File: config.mk
export PLATFORM = sky130hd
export DESIGN_NAME = eeprom_scheme_detect
export DESIGN_NICKNAME = d
export VERILOG_FILES = /design/src/rtl/esd_pkg.sv /design/src/rtl/esd_step_fsm.sv /design/src/rtl/esd_verdict.sv /design/src/rtl/eeprom_scheme_detect.sv
export SDC_FILE = /design/constraint.sdc
export NUM_CORES = 1
export LEC_CHECK = 0
export ABC_CLOCK_PERIOD_IN_PS = 2700
export BUFFER_PORTS_ARGS = -buffer_cell sky130_fd_sc_hd__buf_2
export CORE_MARGIN = 2
export CORE_UTILIZATION = 30
export CTS_CLUSTER_SIZE = 20
export DETAILED_ROUTE_END_ITERATION = 12
export PLACE_DENSITY = 0.61
export SYNTH_ARGS = -nofsm -noshare
export SYNTH_HDL_FRONTEND = slang
export SYNTH_SLANG_ARGS = --single-unit
File: constraint.sdc
create_clock -name clk -period 2.7 [get_ports clk]
set_input_delay 0.27 -clock clk [delete_from_list [all_inputs] [get_ports clk]]
set_output_delay 0.27 -clock clk [all_outputs]
set_load 0.01 [all_outputs]
File: src/rtl/esd_pkg.sv
package esd_pkg;

  typedef enum logic [2:0] {
    ST_IDLE,
    ST_WR_ISSUE,
    ST_WR_WAIT,
    ST_RD_ISSUE,
    ST_RD_WAIT
  } esd_state_e;

  typedef enum logic [1:0] {
    VD_NARROW,
    VD_WIDE,
    VD_BAD
  } esd_verdict_e;

endpackage

File: src/rtl/esd_step_fsm.sv
module esd_step_fsm
  import esd_pkg::*;
#(
  parameter int ADDR_W = 16,
  parameter int DATA_W = 8,
  parameter int PROBE  = 1
) (
  input  logic              clk,
  input  logic              rst_n,
  input  logic              start,
  input  logic              seq_done,
  input  logic              seq_err,
  output logic              busy,
  output logic              seq_req,
  output logic              seq_write,
  output logic              seq_wide,
  output logic [ADDR_W-1:0] seq_addr,
  output logic [DATA_W-1:0] seq_wdata,
  output logic              ev_accept,
  output logic              ev_fail,
  output logic              ev_read_ok
);

  localparam logic [ADDR_W-1:0] PROBE_ADDR = '0;
  localparam logic [DATA_W-1:0] PROBE_BYTE = DATA_W'(PROBE);

  esd_state_e state_q, state_d;

  logic wr_done, rd_done;

  assign ev_accept  = start && (state_q == ST_IDLE);
  assign wr_done    = seq_done && (state_q == ST_WR_WAIT);
  assign rd_done    = seq_done && (state_q == ST_RD_WAIT);
  assign ev_fail    = (wr_done || rd_done) && seq_err;
  assign ev_read_ok = rd_done && !seq_err;

  always_comb begin
    state_d = state_q;
    unique case (state_q)
      ST_IDLE:     if (start)    state_d = ST_WR_ISSUE;
      ST_WR_ISSUE:               state_d = ST_WR_WAIT;
      ST_WR_WAIT:  if (seq_done) state_d = seq_err ? ST_IDLE : ST_RD_ISSUE;
      ST_RD_ISSUE:               state_d = ST_RD_WAIT;
      ST_RD_WAIT:  if (seq_done) state_d = ST_IDLE;
      default:                   state_d = ST_IDLE;
    endcase
  end

  always_ff @(posedge clk) begin
    if (!rst_n) state_q <= ST_IDLE;
    else        state_q <= state_d;
  end

  assign busy      = (state_q != ST_IDLE);
  assign seq_req   = (state_q == ST_WR_ISSUE) || (state_q == ST_RD_ISSUE);
  assign seq_write = (state_q == ST_WR_ISSUE);
  assign seq_wide  = (state_q == ST_WR_ISSUE);
  assign seq_addr  = PROBE_ADDR;
  assign seq_wdata = PROBE_BYTE;

  AST_REQ_SINGLE: assert property (@(posedge clk) disable iff (!rst_n)
    seq_req |=> !seq_req);
  AST_ACCEPT_WRITE: assert property (@(posedge clk) disable iff (!rst_n)
    ev_accept |=> (seq_req && seq_write && seq_wide));
  AST_READ_NARROW: assert property (@(posedge clk) disable iff (!rst_n)
    (seq_req && !seq_write) |-> !seq_wide);
  AST_WR_FAIL_NO_READ: assert property (@(posedge clk) disable iff (!rst_n)
    (wr_done && seq_err) |=> !seq_req);
  AST_BUSY_START_IGNORED: assert property (@(posedge clk) disable iff (!rst_n)
    (start && busy && !seq_done) |=> !seq_req);

endmodule

File: src/rtl/esd_verdict.sv
module esd_verdict
  import esd_pkg::*;
#(
  parameter int DATA_W = 8,
  parameter int PROBE  = 1
) (
  input  logic              clk,
  input  logic              rst_n,
  input  logic              clear,
  input  logic              fail,
  input  logic              read_ok,
  input  logic [DATA_W-1:0] rdata,
  output logic              det_valid,
  output logic              det_wide,
  output logic              det_err
);

  localparam logic [DATA_W-1:0] WIDE_BYTE   = DATA_W'(PROBE);
  localparam logic [DATA_W-1:0] NARROW_BYTE = '0;

  function automatic esd_verdict_e classify(input logic [DATA_W-1:0] b);
    if (b == WIDE_BYTE)        return VD_WIDE;
    else if (b == NARROW_BYTE) return VD_NARROW;
    else                       return VD_BAD;
  endfunction

  esd_verdict_e verdict;
  assign verdict = classify(rdata);

  always_ff @(posedge clk) begin
    if (!rst_n) begin
      det_valid <= 1'b0;
      det_wide  <= 1'b0;
      det_err   <= 1'b0;
    end else begin
      det_valid <= fail || read_ok;
      if (clear) begin
        det_wide <= 1'b0;
        det_err  <= 1'b0;
      end else if (fail) begin
        det_wide <= 1'b0;
        det_err  <= 1'b1;
      end else if (read_ok) begin
        det_wide <= (verdict == VD_WIDE);
        det_err  <= (verdict == VD_BAD);
      end
    end
  end

  AST_VALID_PULSE: assert property (@(posedge clk) disable iff (!rst_n)
    det_valid |=> !det_valid);
  AST_VERDICT_EXCL: assert property (@(posedge clk) disable iff (!rst_n)
    det_valid |-> !(det_wide && det_err));
  AST_FAIL_FLAGS: assert property (@(posedge clk) disable iff (!rst_n)
    fail |=> (det_valid && det_err));

endmodule

File: src/rtl/eeprom_scheme_detect.sv
module eeprom_scheme_detect #(
  parameter int ADDR_W = 16,
  parameter int DATA_W = 8,
  parameter int PROBE  = 1
) (
  input  logic              clk,
  input  logic              rst_n,
  input  logic              start,
  output logic              busy,
  output logic              seq_req,
  output logic              seq_write,
  output logic              seq_wide,
  output logic [ADDR_W-1:0] seq_addr,
  output logic [DATA_W-1:0] seq_wdata,
  input  logic [DATA_W-1:0] seq_rdata,
  input  logic              seq_done,
  input  logic              seq_err,
  output logic              det_valid,
  output logic              det_wide,
  output logic              det_err
);

  logic ev_accept, ev_fail, ev_read_ok;

  esd_step_fsm #(.ADDR_W(ADDR_W), .DATA_W(DATA_W), .PROBE(PROBE)) u_fsm (
    .clk        (clk),
    .rst_n      (rst_n),
    .start      (start),
    .seq_done   (seq_done),
    .seq_err    (seq_err),
    .busy       (busy),
    .seq_req    (seq_req),
    .seq_write  (seq_write),
    .seq_wide   (seq_wide),
    .seq_addr   (seq_addr),
    .seq_wdata  (seq_wdata),
    .ev_accept  (ev_accept),
    .ev_fail    (ev_fail),
    .ev_read_ok (ev_read_ok)
  );

  esd_verdict #(.DATA_W(DATA_W), .PROBE(PROBE)) u_verdict (
    .clk       (clk),
    .rst_n     (rst_n),
    .clear     (ev_accept),
    .fail      (ev_fail),
    .read_ok   (ev_read_ok),
    .rdata     (seq_rdata),
    .det_valid (det_valid),
    .det_wide  (det_wide),
    .det_err   (det_err)
  );

  AST_VALID_NOT_BUSY: assert property (@(posedge clk) disable iff (!rst_n)
    det_valid |-> !busy);

endmodule

=== Word-level counts from Yosys, hierarchy flattened ===
Index checks and enable logic that the tools add are counted.

* Flip-flop bits (word level): 6
* Latch bits: 0
* RAM bits: 0
* Memory bits (read-only): 0
* Input bits: 13
* Output and inout port bits: 31
* Word-level logic and storage cells: 40
* Memories: 0

* Add/sub/neg operators: 0
* Multipliers: 0
* Div/mod/pow operators: 0
* $lt $le $gt $ge: 0
* Equality and inequality tests: 10
* Shifts and indexed selects: 0
* Muxes and demuxes: 9
* Bitwise gates (word level): 1
* Reduce and logical (&&, ||, !) cells: 16

{| class="wikitable"
|+ Operators by type and width
! cell !! count
|-
| 3-bit one-hot mux with 5 select lines || 1
|-
| 3-bit two-way mux || 3
|-
| 8-bit by 1-bit equality test with 1-bit output, second input constant || 1
|-
| 8-bit zero test || 1
|-
| 3-bit by 2-bit equality test with 1-bit output, second input constant || 2
|-
| 2-bit two-way mux || 3
|-
| 2-bit != test, second input constant || 3
|-
| 1-bit logical AND || 5
|-
| 3-bit by 1-bit equality test with 1-bit output, second input constant || 1
|-
| 3-bit equality test, second input constant || 1
|-
| 3-bit zero test || 1
|-
| 1-bit logical OR || 3
|-
| 3-bit AND reduction || 1
|-
| 3-bit nonzero test || 1
|-
| 3-bit OR reduction || 1
|-
| 2-bit by 1-bit equality test with 1-bit output, second input constant || 1
|-
| 2-bit equality test, second input constant || 1
|-
| 1-bit two-way mux || 2
|-
| 2-bit nonzero test || 1
|-
| 2-bit OR reduction || 1
|-
| 1-bit zero test || 1
|-
| 1-bit inverter || 1
|}

=== Longest topological paths before layout ===
* Depth after elaboration: 6
* Mapped depth: 4
* Gate-level depth less buffers: 3

=== Modules after synthesis ===
Synthesis repeated with hierarchy kept, for this count alone.

* Cells, all modules: 64
* Area total of the unflattened synthesis: 555.5 um^2

{| class="wikitable"
|+ Modules (own cells, without submodules)
! module !! times used !! cells each !! area an instance (um^2)
|-
| esd_step_fsm || 1 || 51 || 396.6
|-
| esd_verdict || 1 || 13 || 158.9
|}

=== Worst setup path after synthesis ===
No wires, ideal clock.

* Kind: reg-to-reg
* Start: register u_fsm.state_q[1]
* End: register u_verdict.det_err
* Library setup time: 0.128 ns
* Data arrival time: 1.156 ns
* Required time: 2.572 ns
* Path slack: 1.416 ns
* Cell stages (with the launch flop): 5
* Cells stage by stage: dfxtp_1 clkbuf_2 or4b_1 or4b_1 o211ai_2

* Word-level cells in the longest chain between the ends: 5

{| class="wikitable"
|+ RTL lines
! item !! line !! source
|-
| start, declared || esd_step_fsm.sv:27 || <nowiki>esd_state_e state_q, state_d;</nowiki>
|-
| start signal, assigned || esd_step_fsm.sv:51 || <nowiki>else state_q <= state_d;</nowiki>
|-
| 3-bit by 2-bit equality test with 1-bit output or 3-bit equality test (tied branches) || esd_step_fsm.sv:32, esd_step_fsm.sv:33 ||
|-
| 1-bit logical AND, on equally long branches || esd_step_fsm.sv:32, esd_step_fsm.sv:33 ||
|-
| 1-bit logical OR || esd_step_fsm.sv:34 || <nowiki>assign ev_fail = (wr_done || rd_done) && seq_err;</nowiki>
|-
| 1-bit logical AND || esd_step_fsm.sv:34 ||
|-
| 1-bit two-way mux or 2-bit nonzero test (tied branches) || n/a ||
|-
| end signal, assigned || esd_verdict.sv:45 || <nowiki>det_err <= (verdict == VD_BAD);</nowiki>
|-
| end, declared || esd_verdict.sv:15 || <nowiki>output logic det_err</nowiki>
|}

Several ways; a longest one is shown, not always the timed one.
A chain may end at the register's enable or synchronous reset.

=== Final worst setup path ===
* Start: register u_fsm.state_q[2]
* End: output seq_wide

* Word-level cells in the longest chain between the ends: 1

{| class="wikitable"
|+ RTL lines
! item !! line !! source
|-
| 3-bit by 1-bit equality test with 1-bit output || esd_step_fsm.sv:57 || <nowiki>assign seq_wide = (state_q == ST_WR_ISSUE);</nowiki>
|-
| end, declared || eeprom_scheme_detect.sv:12 || <nowiki>output logic seq_wide,</nowiki>
|}

Every way passes these cells.

==> results.toml <==
[timing]
fin_worst_skew_ns = 0.00255
final.setup.worst_slack_ns = 1.20
hold_ws_ns = 0.303
slew_viol_final = 0
finalCriticalPeriod_ns = 1.50
setup_tns_ns = 0
grt_setup_unrepaired = "no"
setup_viol = 0
final-hold-violation-count = 0
fmax_mhz = 668
fin_crit_sh_pct = 55.5

[route]
vias_per_cell = 4.09
drt_drc_violations_left = 0
vias = 454
first_pass_iters = 2
post_drt_wl_per_cell_um = 9.09
drt-initial-drc-count = 8
wirelength_mm = 1.01
antenna_left = 0

[clocking]
holdBufCountCts = 0
cts_tree = "yes"
cts_max_level = 1
numCtsBuffers = 3
cts_resized = 0
max-clock-path-buffers = 2
clkTransAtPathRegs_ns = 0.04
post_cts_buffers = 0
root_buffer = "clkbuf_4"
insertion_delay_ns = 0.25
clock-sinks = 6

[power_and_ir_drop]
power_density_nw_per_um2 = 406
ir_drop_v = 0.000146
leakage_uw = 0.000310

[worst_hold_path]
min_path_type = "in -> reg"
worstHoldStart = "rst_n"

[setup_path]
cp-end-kind = "primary output"
cp_data_arrival_time_ns = 1.23
cpPeakStageDelay_ns = 0.43
cp_slowest_cell = "dfxtp_1"
path_buf_inv = 1
worstPathRequired_ns = 2.43
criticalPathCategory = "reg -> out"
critPathLaunchType = "register"
r2r_start = "u_fsm.state_q[2]"
critPathLaunch = "u_fsm.state_q[2]"
crit_chain = "and2b_2 > and2_1 > buf_2"
path_max_fanout = 7
crit_family = "flip-flops"

[yosys]
seq_area_frac_synth_pct = 21.8
synth_cell_type_count = 29
yosysWarnings = 0
avgSynthCellArea_um2 = 8.11
synth_edf_count = 0
ys.flop_type = "dfxtp_1"
netlist_area_um2 = 552
async_reset_ff_share_pct = 0
ys_seq_elements = 6
synthCells = 68

[global_routing]
grt_start_max_net_pins = 9
grt_antenna_before_repair = 0
grt.total_usage_pct = 9.85
grt_pass1_wl_mm = 1.43
first_global_vias = 338
grt_overflow = 0

[floorplanning]
start_util_pct = 32.0
io_pins = 44
die_x_um = 46.9
die_y_um = 46.9
rows = 15
core_area_um2 = 1730
die_area_um2 = 2200

[placed_design]
pre_cts_ws_ns = 1.37
io_buffers = 19
dp_hpwl_um = 837
place_congestion = 0.823

[final_layout]
final_cell_mix = "conb_1, buf_2, dfxtp_1"
n_antenna_cell = 0
nets = 101
mostFrequentLayoutCell = "conb_1"
syn_to_final_growth_pct = 7.03
drive_gt1_share_pct = 29.1
finish.utilization_pct = 34.2

[run_status]
status = "finished, final reports clean"

[run]
maxCapViolations = 0
## metrics by stage
stage | std cells | power [uW] | cell area, um2
after global routing | 111 | 254 | 591
final | 111 | 239 | 591
after floorplan | 90 | 164 | 634
after global placement | 108 | 156 | 568
after CTS | 111 | 242 | 591
after detailed placement | 108 | 157 | 568
## cell families (layout without fill, tap and decap cells)
family	after synthesis	in the layout	share of synthesized area [%]
AO/OA/AOI/OAI	9	9	12.9
AND/OR/NAND/NOR	21	21	24.3
multiplexers	1	1	1.81
other	2	24	1.36
flip-flops	6	6	21.8
XOR/XNOR	1	1	1.59
buffers and inverters	28	24	36.3
## power breakdown
| part | switching [uW] | total [uW] | leakage, uW | internal [uW] |
|---|---|---|---|---|
| sequential | 5.38 | 97.5 | 0.0000487 | 92.2 |
| clock | 32.7 | 83.0 | 0.0000138 | 50.3 |
| combinational | 37.0 | 58.9 | 0.000248 | 21.9 |
| total | 75.1 | 239 | 0.000310 | 164 |
## area by class of cell
class	count	area, um2
Timing Repair Buffer	19	95.1
Multi-Input combinational cell	56	314
Clock buffer	3	22.5
Sequential cell	6	120
Tap cell	25	31.3
Fill cell	194	1140
Inverter	2	7.51
## path summary, 6_finish.rpt
kind | endpoint | slack [ns] | cells after the start
setup / recovery | seq_wide | 1.20 | 3
hold / removal | u_verdict.det_valid | 0.30 | 2
setup reg to reg | u_verdict.det_err | 1.35 | 3
hold reg to reg | u_verdict.det_wide | 0.51 | 2
## flip-flops by register name (all words and copies together) (netlist names)
register             flops
u_fsm.state_q            3
u_verdict.det_err        1
u_verdict.det_valid      1
u_verdict.det_wide       1
## metal layers
metal	share of wire [%]	track usage [%]
met1	42	11.8
met5	0	0
met4	3.1	8.33
met3	11	3.46
met2	44	14.0
## cell usage after synthesis, types with 2 or more instances
master	count	share of area, %
nand2_1	2	1.4
inv_1	2	1.4
nor3_1	2	1.8
nor2_1	4	2.7
o21ai_0	2	1.8
conb_1	2	1.4
buf_4	25	34
dfxtp_1	6	22
or4b_1	2	3.6
nand2b_1	2	2.3
No activity file was read; power rests on OpenSTA's default activity.
